$ cat config.mk
export PLATFORM = sky130hd
export DESIGN_NAME = bar_window_xlate
export DESIGN_NICKNAME = d
export VERILOG_FILES = /design/src/rtl/bwt_pkg.sv /design/src/rtl/bwt_regs.sv /design/src/rtl/bwt_match.sv /design/src/rtl/bwt_resp.sv /design/src/rtl/bar_window_xlate.sv
export SDC_FILE = /design/constraint.sdc
export NUM_CORES = 1
export LEC_CHECK = 0
export ABC_CLOCK_PERIOD_IN_PS = 2740
export CAP_MARGIN = 20
export CORE_MARGIN = 10
export CORE_UTILIZATION = 65
export CTS_BUF_LIST = sky130_fd_sc_hd__clkbuf_2 sky130_fd_sc_hd__clkbuf_4 sky130_fd_sc_hd__clkbuf_8
export DETAILED_ROUTE_END_ITERATION = 6
export DONT_BUFFER_PORTS = 1
export GPL_TIMING_DRIVEN = 0
export HOLD_SLACK_MARGIN = 0.06
export PLACE_DENSITY = 0.8
export SLEW_MARGIN = 30
export SYNTH_ARGS = -nofsm -noshare
export SYNTH_HDL_FRONTEND = slang
export SYNTH_SLANG_ARGS = --single-unit
export TNS_END_PERCENT = 50
$ cat constraint.sdc
create_clock -name clk -period 2.74 [get_ports clk]
set_input_delay 0.548 -clock clk [delete_from_list [all_inputs] [get_ports clk]]
set_output_delay 0.548 -clock clk [all_outputs]
set_load 0.005 [all_outputs]
$ cat src/rtl/bwt_pkg.sv
package bwt_pkg;

    localparam int CMD_W   = 3;
    localparam int CMD_IO  = 0;
    localparam int CMD_MEM = 1;
    localparam int CMD_MST = 2;

    typedef enum logic {
        RSP_IDLE = 1'b0,
        RSP_HIT  = 1'b1
    } rsp_state_e;

endpackage

$ cat src/rtl/bwt_regs.sv
module bwt_regs
    import bwt_pkg::*;
#(
    parameter int ADDR_W   = 32,
    parameter int PAGE_LSB = 24,
    parameter int IO_LSB   = 8,
    parameter int NUM_MEM  = 2,
    parameter int SEL_W    = $clog2(NUM_MEM + 3),
    parameter int TAG_W    = ADDR_W - PAGE_LSB
) (
    input  logic                     clk,
    input  logic                     rst_n,
    input  logic                     cfg_we_i,
    input  logic [SEL_W-1:0]         cfg_sel_i,
    input  logic [ADDR_W-1:0]        cfg_wdata_i,
    output logic [ADDR_W-1:0]        cfg_rdata_o,
    output logic [CMD_W-1:0]         cmd_o,
    output logic [TAG_W-1:0]         mem_tag_o [NUM_MEM],
    output logic [ADDR_W-IO_LSB-1:0] io_tag_o,
    output logic [TAG_W-1:0]         page_o    [NUM_MEM]
);

    localparam int XL_W    = NUM_MEM * TAG_W;
    localparam int XL_PAD  = ADDR_W - XL_W;
    localparam int SEL_IO  = NUM_MEM + 1;
    localparam int SEL_XL  = NUM_MEM + 2;

    logic [CMD_W-1:0]         cmd_q;
    logic [TAG_W-1:0]         mem_tag_q [NUM_MEM];
    logic [ADDR_W-IO_LSB-1:0] io_tag_q;
    logic [XL_W-1:0]          xlat_q;

    always_ff @(posedge clk) begin
        if (!rst_n) begin
            cmd_q <= '0;
        end else if (cfg_we_i && cfg_sel_i == '0) begin
            cmd_q <= cfg_wdata_i[CMD_W-1:0];
        end
    end

    genvar g;
    generate
        for (g = 0; g < NUM_MEM; g++) begin : g_mbar
            always_ff @(posedge clk) begin
                if (!rst_n) begin
                    mem_tag_q[g] <= '0;
                end else if (cfg_we_i && cfg_sel_i == SEL_W'(g + 1)) begin
                    mem_tag_q[g] <= cfg_wdata_i[ADDR_W-1:PAGE_LSB];
                end
            end
            assign mem_tag_o[g] = mem_tag_q[g];
            assign page_o[g]    = xlat_q[(NUM_MEM-g)*TAG_W-1 -: TAG_W];
        end
    endgenerate

    always_ff @(posedge clk) begin
        if (!rst_n) begin
            io_tag_q <= '0;
            xlat_q   <= '0;
        end else if (cfg_we_i) begin
            if (cfg_sel_i == SEL_W'(SEL_IO)) io_tag_q <= cfg_wdata_i[ADDR_W-1:IO_LSB];
            if (cfg_sel_i == SEL_W'(SEL_XL)) xlat_q   <= cfg_wdata_i[ADDR_W-1:XL_PAD];
        end
    end

    always_comb begin
        cfg_rdata_o = '0;
        if (cfg_sel_i == '0) begin
            cfg_rdata_o[CMD_W-1:0] = cmd_q;
        end else if (cfg_sel_i == SEL_W'(SEL_IO)) begin
            cfg_rdata_o = {io_tag_q, {(IO_LSB-1){1'b0}}, 1'b1};
        end else if (cfg_sel_i == SEL_W'(SEL_XL)) begin
            cfg_rdata_o = {xlat_q, {XL_PAD{1'b0}}};
        end else begin
            for (int i = 0; i < NUM_MEM; i++) begin
                if (cfg_sel_i == SEL_W'(i + 1)) cfg_rdata_o = {mem_tag_q[i], {PAGE_LSB{1'b0}}};
            end
        end
    end

    assign cmd_o    = cmd_q;
    assign io_tag_o = io_tag_q;

endmodule

$ cat src/rtl/bwt_match.sv
module bwt_match
    import bwt_pkg::*;
#(
    parameter int ADDR_W   = 32,
    parameter int PAGE_LSB = 24,
    parameter int IO_LSB   = 8,
    parameter int NUM_MEM  = 2,
    parameter int WIN_W    = $clog2(NUM_MEM + 1),
    parameter int TAG_W    = ADDR_W - PAGE_LSB
) (
    input  logic                     req_valid_i,
    input  logic                     req_is_io_i,
    input  logic [ADDR_W-1:0]        req_addr_i,
    input  logic [CMD_W-1:0]         cmd_i,
    input  logic [TAG_W-1:0]         mem_tag_i [NUM_MEM],
    input  logic [ADDR_W-IO_LSB-1:0] io_tag_i,
    input  logic [TAG_W-1:0]         page_i    [NUM_MEM],
    output logic                     hit_o,
    output logic [WIN_W-1:0]         win_o,
    output logic [ADDR_W-1:0]        xaddr_o
);

    logic [NUM_MEM-1:0] mem_match;
    logic               io_match;

    genvar g;
    generate
        for (g = 0; g < NUM_MEM; g++) begin : g_cmp
            assign mem_match[g] = (req_addr_i[ADDR_W-1:PAGE_LSB] == mem_tag_i[g]);
        end
    endgenerate

    assign io_match = (req_addr_i[ADDR_W-1:IO_LSB] == io_tag_i);

    always_comb begin
        hit_o   = 1'b0;
        win_o   = '0;
        xaddr_o = '0;
        if (req_valid_i) begin
            if (req_is_io_i) begin
                if (cmd_i[CMD_IO] && io_match) begin
                    hit_o   = 1'b1;
                    win_o   = WIN_W'(NUM_MEM);
                    xaddr_o = ADDR_W'(req_addr_i[IO_LSB-1:0]);
                end
            end else if (cmd_i[CMD_MEM]) begin
                // descending scan: the lowest matching index is written last and wins
                for (int i = NUM_MEM - 1; i >= 0; i--) begin
                    if (mem_match[i]) begin
                        hit_o   = 1'b1;
                        win_o   = WIN_W'(i);
                        xaddr_o = {page_i[i], req_addr_i[PAGE_LSB-1:0]};
                    end
                end
            end
        end
    end

endmodule

$ cat src/rtl/bwt_resp.sv
module bwt_resp
    import bwt_pkg::*;
#(
    parameter int ADDR_W = 32,
    parameter int WIN_W  = 2
) (
    input  logic              clk,
    input  logic              rst_n,
    input  logic              hit_i,
    input  logic [WIN_W-1:0]  win_i,
    input  logic [ADDR_W-1:0] xaddr_i,
    output logic              hit_o,
    output logic [WIN_W-1:0]  win_o,
    output logic [ADDR_W-1:0] addr_o
);

    rsp_state_e state_q, state_d;

    always_comb begin
        state_d = state_q;
        unique case (state_q)
            RSP_IDLE: state_d = hit_i ? RSP_HIT : RSP_IDLE;
            RSP_HIT:  state_d = hit_i ? RSP_HIT : RSP_IDLE;
            default:  state_d = RSP_IDLE;
        endcase
    end

    always_ff @(posedge clk) begin
        if (!rst_n) state_q <= RSP_IDLE;
        else        state_q <= state_d;
    end

    always_ff @(posedge clk) begin
        if (!rst_n) begin
            win_o  <= '0;
            addr_o <= '0;
        end else if (state_d == RSP_HIT) begin
            win_o  <= win_i;
            addr_o <= xaddr_i;
        end else begin
            win_o  <= '0;
            addr_o <= '0;
        end
    end

    assign hit_o = (state_q == RSP_HIT);

endmodule

$ cat src/rtl/bar_window_xlate.sv
module bar_window_xlate
    import bwt_pkg::*;
#(
    parameter int ADDR_W   = 32,
    parameter int PAGE_LSB = 24,
    parameter int IO_LSB   = 8,
    parameter int NUM_MEM  = 2
) (
    input  logic                              clk,
    input  logic                              rst_n,
    input  logic                              cfg_we,
    input  logic [$clog2(NUM_MEM+3)-1:0]      cfg_sel,
    input  logic [ADDR_W-1:0]                 cfg_wdata,
    output logic [ADDR_W-1:0]                 cfg_rdata,
    input  logic                              req_valid,
    input  logic                              req_is_io,
    input  logic [ADDR_W-1:0]                 req_addr,
    output logic                              hit_o,
    output logic [$clog2(NUM_MEM+1)-1:0]      hit_win,
    output logic [ADDR_W-1:0]                 hit_addr,
    output logic                              master_en
);

    localparam int SEL_W = $clog2(NUM_MEM + 3);
    localparam int WIN_W = $clog2(NUM_MEM + 1);
    localparam int TAG_W = ADDR_W - PAGE_LSB;

    logic [CMD_W-1:0]         cmd_q;
    logic [TAG_W-1:0]         mem_tag [NUM_MEM];
    logic [TAG_W-1:0]         page    [NUM_MEM];
    logic [ADDR_W-IO_LSB-1:0] io_tag;
    logic                     lk_hit;
    logic [WIN_W-1:0]         lk_win;
    logic [ADDR_W-1:0]        lk_addr;

    bwt_regs #(
        .ADDR_W(ADDR_W), .PAGE_LSB(PAGE_LSB), .IO_LSB(IO_LSB),
        .NUM_MEM(NUM_MEM), .SEL_W(SEL_W), .TAG_W(TAG_W)
    ) regs_i (
        .clk(clk), .rst_n(rst_n),
        .cfg_we_i(cfg_we), .cfg_sel_i(cfg_sel), .cfg_wdata_i(cfg_wdata),
        .cfg_rdata_o(cfg_rdata), .cmd_o(cmd_q),
        .mem_tag_o(mem_tag), .io_tag_o(io_tag), .page_o(page)
    );

    bwt_match #(
        .ADDR_W(ADDR_W), .PAGE_LSB(PAGE_LSB), .IO_LSB(IO_LSB),
        .NUM_MEM(NUM_MEM), .WIN_W(WIN_W), .TAG_W(TAG_W)
    ) match_i (
        .req_valid_i(req_valid), .req_is_io_i(req_is_io), .req_addr_i(req_addr),
        .cmd_i(cmd_q), .mem_tag_i(mem_tag), .io_tag_i(io_tag), .page_i(page),
        .hit_o(lk_hit), .win_o(lk_win), .xaddr_o(lk_addr)
    );

    bwt_resp #(
        .ADDR_W(ADDR_W), .WIN_W(WIN_W)
    ) resp_i (
        .clk(clk), .rst_n(rst_n),
        .hit_i(lk_hit), .win_i(lk_win), .xaddr_i(lk_addr),
        .hit_o(hit_o), .win_o(hit_win), .addr_o(hit_addr)
    );

    assign master_en = cmd_q[CMD_MST];

endmodule

==> results of run 1 <==
==> path summary, 6_finish.rpt <==
check	end
worst max-delay path	cfg_rdata[30]
worst min-delay path	resp_i.addr_o[17]
worst max register to register	resp_i.addr_o[16]
worst min register to register	regs_i.page_o[9]
==> routing by layer <==
layer	GRT usage [%]	up-vias	routed length, um
met2	34.8	152	5410
met3	10.1	28	1450
met5	0	-	0
met1	23.6	1507	4200
met4	9.32	0	384
li1	-	1545	-
==> flip-flops by register name (all words and copies together), names as in the netlist <==
register and count:
resp_i.hit_o 1, resp_i.win_o 2, regs_i.io_tag_o 24, regs_i.mem_tag_q 16, regs_i.page_o 16, regs_i.cmd_o 3
resp_i.addr_o 32
==> worst max-delay path, stage by stage <==
cell     delay [ns]
buf_2          0.21
buf_1          0.41
nor2b_1        0.34
a22oi_1        0.16
o21ai_0        0.37
==> cell type report <==
type	instances	area, um^2
clock inverter	7	55.1
clock buffer	9	124
inverter	5	18.8
multi-input combinational	330	2080
sequential	94	2040
fill	473	1780
tap	77	96.3
buffer	30	149
==> stage by stage <==
| stage | instance area [um^2] | power (uW) |
|---|---|---|
| after floorplan | 4280 | 1640 |
| after global placement | 4380 | 1680 |
| after detailed placement | 4390 | 1680 |
| after CTS | 4570 | 2510 |
| after global routing | 4570 | 2600 |
| final | 4570 | 2500 |
==> cells by family after synthesis <==
| group | Yosys count | synth area share, % |
|---|---|---|
| flops | 94 | 47.9 |
| buf+inv | 35 | 3.93 |
| compound gates | 81 | 13.9 |
| simple gates | 189 | 22.2 |
| other cells | 1 | 0.0879 |
| mux | 15 | 3.76 |
| xor+xnor | 40 | 8.22 |
==> synthesized netlist by cell type <==
| cell type | n | area, um^2 |
|---|---|---|
| buf_2 | 8 | 40.0 |
| mux2i_1 | 7 | 70.1 |
| a21oi_1 | 5 | 25.0 |
| clkbuf_1 | 15 | 56.3 |
| xnor2_1 | 28 | 245 |
| a22oi_1 | 8 | 60.1 |
| and2_1 | 44 | 275 |
| edfxtp_1 | 16 | 480 |
| a21boi_1 | 44 | 330 |
| o21ai_0 | 9 | 45.0 |
| nor2_1 | 7 | 26.3 |
| a22o_1 | 8 | 70.1 |
| buf_6 | 1 | 11.3 |
| nand3_1 | 9 | 45.0 |
| nand2_2 | 1 | 6.26 |
| nor3b_2 | 1 | 12.5 |
| dfxtp_1 | 78 | 1560 |
| inv_1 | 5 | 18.8 |
| nor2b_1 | 5 | 31.3 |
| a21boi_0 | 4 | 30.0 |
| nor4_4 | 2 | 42.5 |
| nor2_2 | 1 | 6.26 |
| a21oi_2 | 1 | 8.76 |
| nand4_1 | 8 | 50.1 |
| xor2_1 | 12 | 105 |
| buf_4 | 5 | 37.5 |
| or2_1 | 1 | 6.26 |
| nor4_1 | 1 | 6.26 |
| or3b_1 | 1 | 8.76 |
| nand2_1 | 95 | 357 |
| nor3_1 | 9 | 45.0 |
| buf_1 | 1 | 3.75 |
| nand2b_1 | 2 | 12.5 |
| nand4b_1 | 1 | 8.76 |
| o31ai_1 | 1 | 7.51 |
| mux2_2 | 8 | 90.1 |
| nor4b_1 | 1 | 8.76 |
| a21o_4 | 1 | 15.0 |
| conb_1 | 1 | 3.75 |
==> power by group <==
| group | switching, uW | internal (uW) | leakage [uW] |
|---|---|---|---|
| combinational | 110 | 86.7 | 0.000724 |
| clock | 513 | 339 | 0.0000866 |
| sequential | 23.7 | 1430 | 0.000784 |
| total | 646 | 1860 | 0.00159 |
==> flow_summary.ini, run 1 <==
[run_status]
status = finished, final reports clean

[critical_path]
r2r_start = regs_i.mem_tag_q[0][6]
end_kind = primary output
start_kind = input port
crit_fanout = 10
reg2regPathDepth = 6
worst_ep_arrival_time_ns = 2.04
rrSetupSlack_ns = 0.67
cp.required_ns = 2.19
crit_type = in2out
startpoint = cfg_sel[1]

[die]
dieArea_mm2 = 0.0102
die_x_um = 101
rows = 29
die_y_um = 101
core_area_mm2 = 0.00635
ioPinCount = 140
initial_utilization_pct = 67.2

[route]
wirelength_um = 11400
vias = 3232
drc_errors = 0
wire_per_inst_um = 20.7
drtAntennaViolNets = 0
first_pass_iters = 5
drt_iter0_markers = 255
routed_via_density = 5.86

[timing]
max_freq_mhz = 386
relSlewSlack_pct = 41.9
holdWs_ns = 0.288
finalHoldViolCount = 0
fin_ws_ns = 0.148
final_max_slew_viol_count = 0
period_needed_ns = 2.59
finalCritPeriodShare_pct = 94.6
fin_tns_setup_ns = 0
worst_slew_pin_slew_ns = 0.866
fin_skew_ns = 0.00914
rsz0062_at_grt = no
setup_viol_count_final = 0

[logic_synthesis]
netlist_area_mm2 = 0.00426
yosysWarnings = 0
syn_avg_cell_area_um2 = 9.37
synth.distinct_cells = 39
ys_ff_latch = 94
synthCells = 455
seq_area_frac_synth_pct = 47.9

[layout]
fin_cells = 552
diodes = 0
layout-drive-gt1-share_pct = 9.89
fin_nets = 542
layout_common_cells = 95 x nand2_1, 78 x dfxtp_1, 44 x and2_1, 44 x a21boi_1, 28 x xnor2_1
area_delta_synth_final_pct = 7.07
fin_util_pct = 71.9
final_common_cell = nand2_1

[global_route]
grt_max_degree = 18
grtUsageTotal_pct = 21.5
grt.overflow.total = 0
grt_pass1_vias = 3117
grt_pass1_wl_um = 16900
antenna_found_initial = 0

[min_path]
holdCritStartpoint = req_addr[17]
hold_depth = 1
worstHoldPathType = in2reg

[clock_tree]
cts_tree = built
clockBufferDepth = 2
clkTransAtPathRegs_ns = 0.10
htree_levels = 3
cts.repair.resized = 0
cts.sinks = 94
clock_latency_ns = 0.37
cts-root-buf = clkbuf_8
cts_hold_buffers = 0
postCtsSetupBuffers = 0
cts-buffers-inserted = 9

[place]
io_buffers = 0
gp_congestion = 0.905
hpwl_um = 9150
dp.cells = 536
post-place-ws_ns = 0.186

[power]
cellPowerDensity_mw_per_mm2 = 548
ir_drop_uv = 459
cellLeakagePower_uw = 0.00159

[run]
maxCapViolations = 0
Power figures use the tool's default switching activity.
==> inputs of run 2 (changes only) <==
--- a/config.mk
+++ b/config.mk
@@ -5,16 +5,17 @@
 export SDC_FILE = /design/constraint.sdc
 export NUM_CORES = 1
 export LEC_CHECK = 0
-export ABC_CLOCK_PERIOD_IN_PS = 2740
+export ABC_CLOCK_PERIOD_IN_PS = 2200
 export CAP_MARGIN = 20
 export CORE_MARGIN = 10
-export CORE_UTILIZATION = 65
+export CORE_UTILIZATION = 59
 export CTS_BUF_LIST = sky130_fd_sc_hd__clkbuf_2 sky130_fd_sc_hd__clkbuf_4 sky130_fd_sc_hd__clkbuf_8
 export DETAILED_ROUTE_END_ITERATION = 6
 export DONT_BUFFER_PORTS = 1
+export GPL_ROUTABILITY_DRIVEN = 0
 export GPL_TIMING_DRIVEN = 0
 export HOLD_SLACK_MARGIN = 0.06
-export PLACE_DENSITY = 0.8
+export PLACE_DENSITY = 0.77
 export SLEW_MARGIN = 30
 export SYNTH_ARGS = -nofsm -noshare
 export SYNTH_HDL_FRONTEND = slang
==> constraint.sdc (replaced) <==
create_clock -name clk -period 2.2 [get_ports clk]
set_input_delay 0.44 -clock clk [delete_from_list [all_inputs] [get_ports clk]]
set_output_delay 0.44 -clock clk [all_outputs]
set_load 0.005 [all_outputs]
==> run 2 against run 1 <==
Effect of this change: first-iteration DRC count down 29%; critical path depth unchanged; cell area up 1.5%; combinational power up 27%; register-to-register slack worse by 0.54 ns; count of clock-buffer cells in the layout unchanged; sequential power up 24%; sequential share of layout area down 0.66 points; clock power up 49%; via count up 1.6%; largest cell class unchanged.
==> flow_summary.ini, run 2 (synthesized netlist as in run 1, its figures left out) <==
[critical_path]
crit_type = in2out
cp.required_ns = 1.76
start_kind = input port
reg2regPathDepth = 6
crit_fanout = 10
end_kind = primary output
worst_ep_arrival_time_ns = 1.65

[clock_tree]
cts.sinks = 94
htree_levels = 3
cts-buffers-inserted = 9
clock_latency_ns = 0.37
cts_hold_buffers = 0
cts_tree = built
clkTransAtPathRegs_ns = 0.10
clockBufferDepth = 2
cts-root-buf = clkbuf_8

[global_route]
grt.overflow.total = 0
grt_pass1_vias = 3316
antenna_found_initial = 0
grt_max_degree = 17
grt_pass1_wl_um = 18100
grtUsageTotal_pct = 20.8

[layout]
n_fill_cell = 595
largest_register_ffs = 32
layout_common_cells = 95 x nand2_1, 78 x dfxtp_1, 44 x and2_1, 44 x a21boi_1, 28 x xnor2_1
top_register = resp_i.addr_o
final_common_cell = nand2_1
finalInstanceArea_mm2 = 0.00463
layout-drive-gt1-share_pct = 10.8
multi_input_area_mm2 = 0.00208
seq_area_mm2 = 0.00204
diodes = 0
fin_nets = 541
area_delta_synth_final_pct = 8.69

[route]
vias = 3285
drt_iter0_markers = 182
first_pass_iters = 5
drc_errors = 0
wirelength_um = 11800
drtAntennaViolNets = 0
wire_per_inst_um = 20.8
routed_via_density = 5.77

[die]
ioPinCount = 140
rows = 30
die_x_um = 105
initial_utilization_pct = 61.7
die_y_um = 105
dieArea_mm2 = 0.0110
core_area_mm2 = 0.00691

[timing]
fin_skew_ns = 0.0136
period_needed_ns = 2.09
finalCritPeriodShare_pct = 95.0
holdWs_ns = 0.184
worst_slew_pin_slew_ns = 0.895
setup_viol_count_final = 0
fin_tns_setup_ns = 0
max_freq_mhz = 479
final_max_slew_viol_count = 0
rsz0062_at_grt = no
relSlewSlack_pct = 39.9
finalHoldViolCount = 0

[place]
place_area_mm2 = 0.00441
hpwl_um = 9360
io_buffers = 0

[power]
ir_drop_uv = 428
cellPowerDensity_mw_per_mm2 = 719
cellLeakagePower_uw = 0.00163

[run]
maxCapViolations = 0

[min_path]
hold_depth = 1
worstHoldPathType = in2reg

[run_status]
status = finished, final reports clean
run 2: cell types whose count changed in the layout (fill, tap and decap cells not counted), moves of 2 or more:
cell       change
clkbuf_2       +2
bufinv_16      +2
clkbuf_1       -4
o21ai_0        -4
o21ai_1        +4
run 2: area by class of cell:
type | instances | share of cell area, %
multi-input cells | 330 | 45.0
inverters | 5 | 0.405
clock inverters | 6 | 2.02
well taps | 96 | 2.59
clock buffers | 9 | 2.67
flip-flops and latches | 94 | 44.1
plain buffers | 29 | 3.29
run 2: worst paths after layout:
check	start	slack (ns)	to
max reg2reg	regs_i.mem_tag_q[1][7]	0.13	resp_i.addr_o[18]
min reg2reg	regs_i.page_o[13]	0.48	regs_i.page_o[13]
max	cfg_sel[1]	0.11	cfg_rdata[30]
min	req_addr[23]	0.18	resp_i.addr_o[23]
run 2: repair_timing:
| item | 4_1_cts | 5_1_grt |
|---|---|---|
| hold endpoints to repair | 0 | 0 |
| pin swaps | 0 | 0 |
| gates resized for setup | 2 | 11 |
| gates cloned | 0 | 0 |
| setup endpoints to repair | 10 | 18 |
| setup buffers | 0 | 0 |
run 2: power breakdown:
| part | internal (uW) | switching [uW] | total (uW) |
|---|---|---|---|
| Sequential | 1780 | 30.3 | 1810 |
| Combinational | 110 | 140 | 249 |
| Clock | 644 | 625 | 1270 |
run 2: layer usage:
layer | part of all wire [%] | global-route usage [%]
met5 | 0 | 0
met1 | 36 | 21.9
met3 | 13 | 10.1
met2 | 49 | 35.5
met4 | 1.6 | 7.16
run 2: stage by stage:
stage                     utilization, %  total power (uW)  instances  worst slack [ns]
after floorplan                        -              2040        459             0.168
after global placement              63.7              2090        555            -0.399
after detailed placement            63.9              2100        555            -0.145
after CTS                           67.0              3330        570           0.00703
after global routing                67.1              3420        569           0.00283
final                               67.1              3330        569             0.111
run 2: critical path: stages:
cell	delay, ns
buf_2	0.21
buf_2	0.27
mux2_2	0.36
a22oi_1	0.21
o21ai_1	0.15
==> inputs of run 3 (changes only) <==
--- a/config.mk
+++ b/config.mk
@@ -8,14 +8,13 @@
 export ABC_CLOCK_PERIOD_IN_PS = 2200
 export CAP_MARGIN = 20
 export CORE_MARGIN = 10
-export CORE_UTILIZATION = 59
+export CORE_UTILIZATION = 43
 export CTS_BUF_LIST = sky130_fd_sc_hd__clkbuf_2 sky130_fd_sc_hd__clkbuf_4 sky130_fd_sc_hd__clkbuf_8
 export DETAILED_ROUTE_END_ITERATION = 6
-export DONT_BUFFER_PORTS = 1
 export GPL_ROUTABILITY_DRIVEN = 0
 export GPL_TIMING_DRIVEN = 0
 export HOLD_SLACK_MARGIN = 0.06
-export PLACE_DENSITY = 0.77
+export PLACE_DENSITY = 0.78
 export SLEW_MARGIN = 30
 export SYNTH_ARGS = -nofsm -noshare
 export SYNTH_HDL_FRONTEND = slang
==> run 3 against run 2 <==
Effect of this change: register-to-register slack improved by 0.12 ns; sequential share of layout area fell by 10 points; worst hold slack gained 0.30 ns; clock skew rose by 0.0016 ns; die area rose by 30%; wire length rose by 12%; flip-flop and latch count is the same; critical path depth increased by 1; non-clock buffer count increased by 132; critical path type unchanged; highest routed layer unchanged.
==> flow_summary.ini, run 3 (synthesized netlist as in run 1, its figures left out) <==
[die]
ioPinCount = 140
initial_utilization_pct = 43.8
die_y_um = 120
rows = 36
core_area_mm2 = 0.00973
dieArea_mm2 = 0.0143
die_x_um = 120

[timing]
fin_ws_ns = 0.0190
worst_slew_pin_slew_ns = 0.874
relSlewSlack_pct = 41.4
max_freq_mhz = 459
fin_tns_setup_ns = 0
period_needed_ns = 2.18
finalHoldViolCount = 0
setup_viol_count_final = 0
finalCritPeriodShare_pct = 99.1
fin_skew_ns = 0.0152
rsz0062_at_grt = yes
final_max_slew_viol_count = 0

[critical_path]
worst_ep_arrival_time_ns = 1.74
worstReg2RegEnd = resp_i.addr_o[16]
critPathBufInv = 3
end_kind = primary output
start_kind = input port
cp_cell_sequence = buf_4 -> buf_6 -> mux2_2 -> a22oi_1 -> o21ai_1 -> dlygate4sd2_1
r2r_start = regs_i.mem_tag_q[1][3]
cp.required_ns = 1.76
crit_type = in2out
reg2regPathDepth = 7
crit_fanout = 10
critPathMaxStageDelay_ns = 0.35
worst_path_max_delay_cell = mux2_2
cp_top_family = buffers and inverters
rrSetupSlack_ns = 0.25

[clock_tree]
clockBufferDepth = 2
cts-buffers-inserted = 9
cts_tree = built
htree_levels = 3
clock_latency_ns = 0.38
cts-root-buf = clkbuf_8
cts.sinks = 94
cts_hold_buffers = 0
clkTransAtPathRegs_ns = 0.10

[place]
dp.cells = 718
place_area_mm2 = 0.00572
io_buffers = 126
post-place-ws_ns = -0.662
hpwl_um = 10600

[power]
ir_drop_uv = 273
cellLeakagePower_uw = 0.00225
cellPowerDensity_mw_per_mm2 = 590

[run]
maxCapViolations = 0

[layout]
layout_common_cells = 114 x clkdlybuf4s50_1, 95 x nand2_1, 78 x dfxtp_1
seq_area_mm2 = 0.00204
multi_input_area_mm2 = 0.00212
diodes = 0
top_register = resp_i.addr_o
finalInstanceArea_mm2 = 0.00607
fin_util_pct = 62.4
fin_nets = 673
area_delta_synth_final_pct = 42.4
n_fill_cell = 842
largest_register_ffs = 32
final_common_cell = clkdlybuf4s50_1
layout-drive-gt1-share_pct = 10.7
fin_cells = 739

[global_route]
grt_max_degree = 18
grtUsageTotal_pct = 18.2
antenna_found_initial = 0
grt.overflow.total = 0
grt_pass1_wl_um = 20900
grt_pass1_vias = 3872

[min_path]
worstHoldEndpoint = regs_i.io_tag_o[7]
holdCritStartpoint = regs_i.io_tag_o[7]
worstHoldPathType = reg2reg
hold_depth = 2

[route]
drtAntennaViolNets = 0
drc_errors = 0
first_pass_iters = 5
wirelength_um = 13300
routed_via_density = 5.08
vias = 3756
wire_per_inst_um = 18.0
drt_iter0_markers = 314

[run_status]
status = finished, final reports clean
run 3: cell types whose count changed in the layout (fill, tap and decap cells not counted), moves of 2 or more:
cell | previous run | this run
dlygate4sd2_1 | 0 | 8
dlymetal6s2s_1 | 0 | 4
o21ai_0 | 4 | 6
o21ai_1 | 5 | 2
buf_2 | 9 | 5
clkdlybuf4s50_1 | 0 | 114
buf_4 | 5 | 14
run 3: layer usage:
layer	global-route usage [%]	share of wire (%)	vias to the layer above
li1	-	-	1810
met1	22.8	43	1756
met2	29.3	46	172
met3	5.49	8.5	18
met4	5.88	1.7	0
met5	0	0	-
run 3: metrics by stage:
step | total power (uW) | hold WS (ns)
after global routing | 3700 | 0.504
final | 3580 | 0.483
after floorplan | 2040 | 0.448
after detailed placement | 2260 | 0.468
after global placement | 2250 | 0.460
after CTS | 3570 | 0.482
run 3: timing repair:
item                                    CTS  global route
endpoints found under the setup margin   36            35
pin swaps                                 1             3
resized for setup                        33             9
setup buffers                             3             3
run 3: power breakdown:
group | total (uW) | leakage, uW | switching (uW) | internal [uW]
clock | 1340 | 0.000112 | 677 | 658
combinational | 434 | 0.00136 | 201 | 233
sequential | 1810 | 0.000784 | 29.2 | 1780
total | 3580 | 0.00225 | 907 | 2680
run 3: layout make-up:
class / count / share of cell area, %
tap: 133 / 2.74
clock inverter: 7 / 1.73
sequential: 94 / 33.6
inverter: 5 / 0.309
buffer: 29 / 3.07
clock buffer: 9 / 2.04
multi-input combinational: 330 / 35.0
timing repair buffer: 132 / 21.5
run 3: worst max path at each step:
| stage | startpoint | to | cells past startpoint |
|---|---|---|---|
| 5_1_grt | cfg_sel[1] | cfg_rdata[22] | 6 |
| 3_5_place_dp | cfg_sel[1] | cfg_rdata[28] | 6 |
| 6_report | cfg_sel[1] | cfg_rdata[30] | 6 |
| 2_1_floorplan | cfg_sel[0] | regs_i.mem_tag_q[0][0] | 4 |
| 4_1_cts | cfg_sel[1] | cfg_rdata[22] | 6 |
| 3_3_place_gp | cfg_sel[1] | cfg_rdata[30] | 8 |
run 3: worst register-to-register path, stage by stage (launching register included):
cell and delay (ns):
edfxtp_1 0.40, buf_4 0.15, xnor2_1 0.13, nand4_1 0.22
or2_1 0.35, a21oi_4 0.27, clkbuf_4 0.25, and2_1 0.13
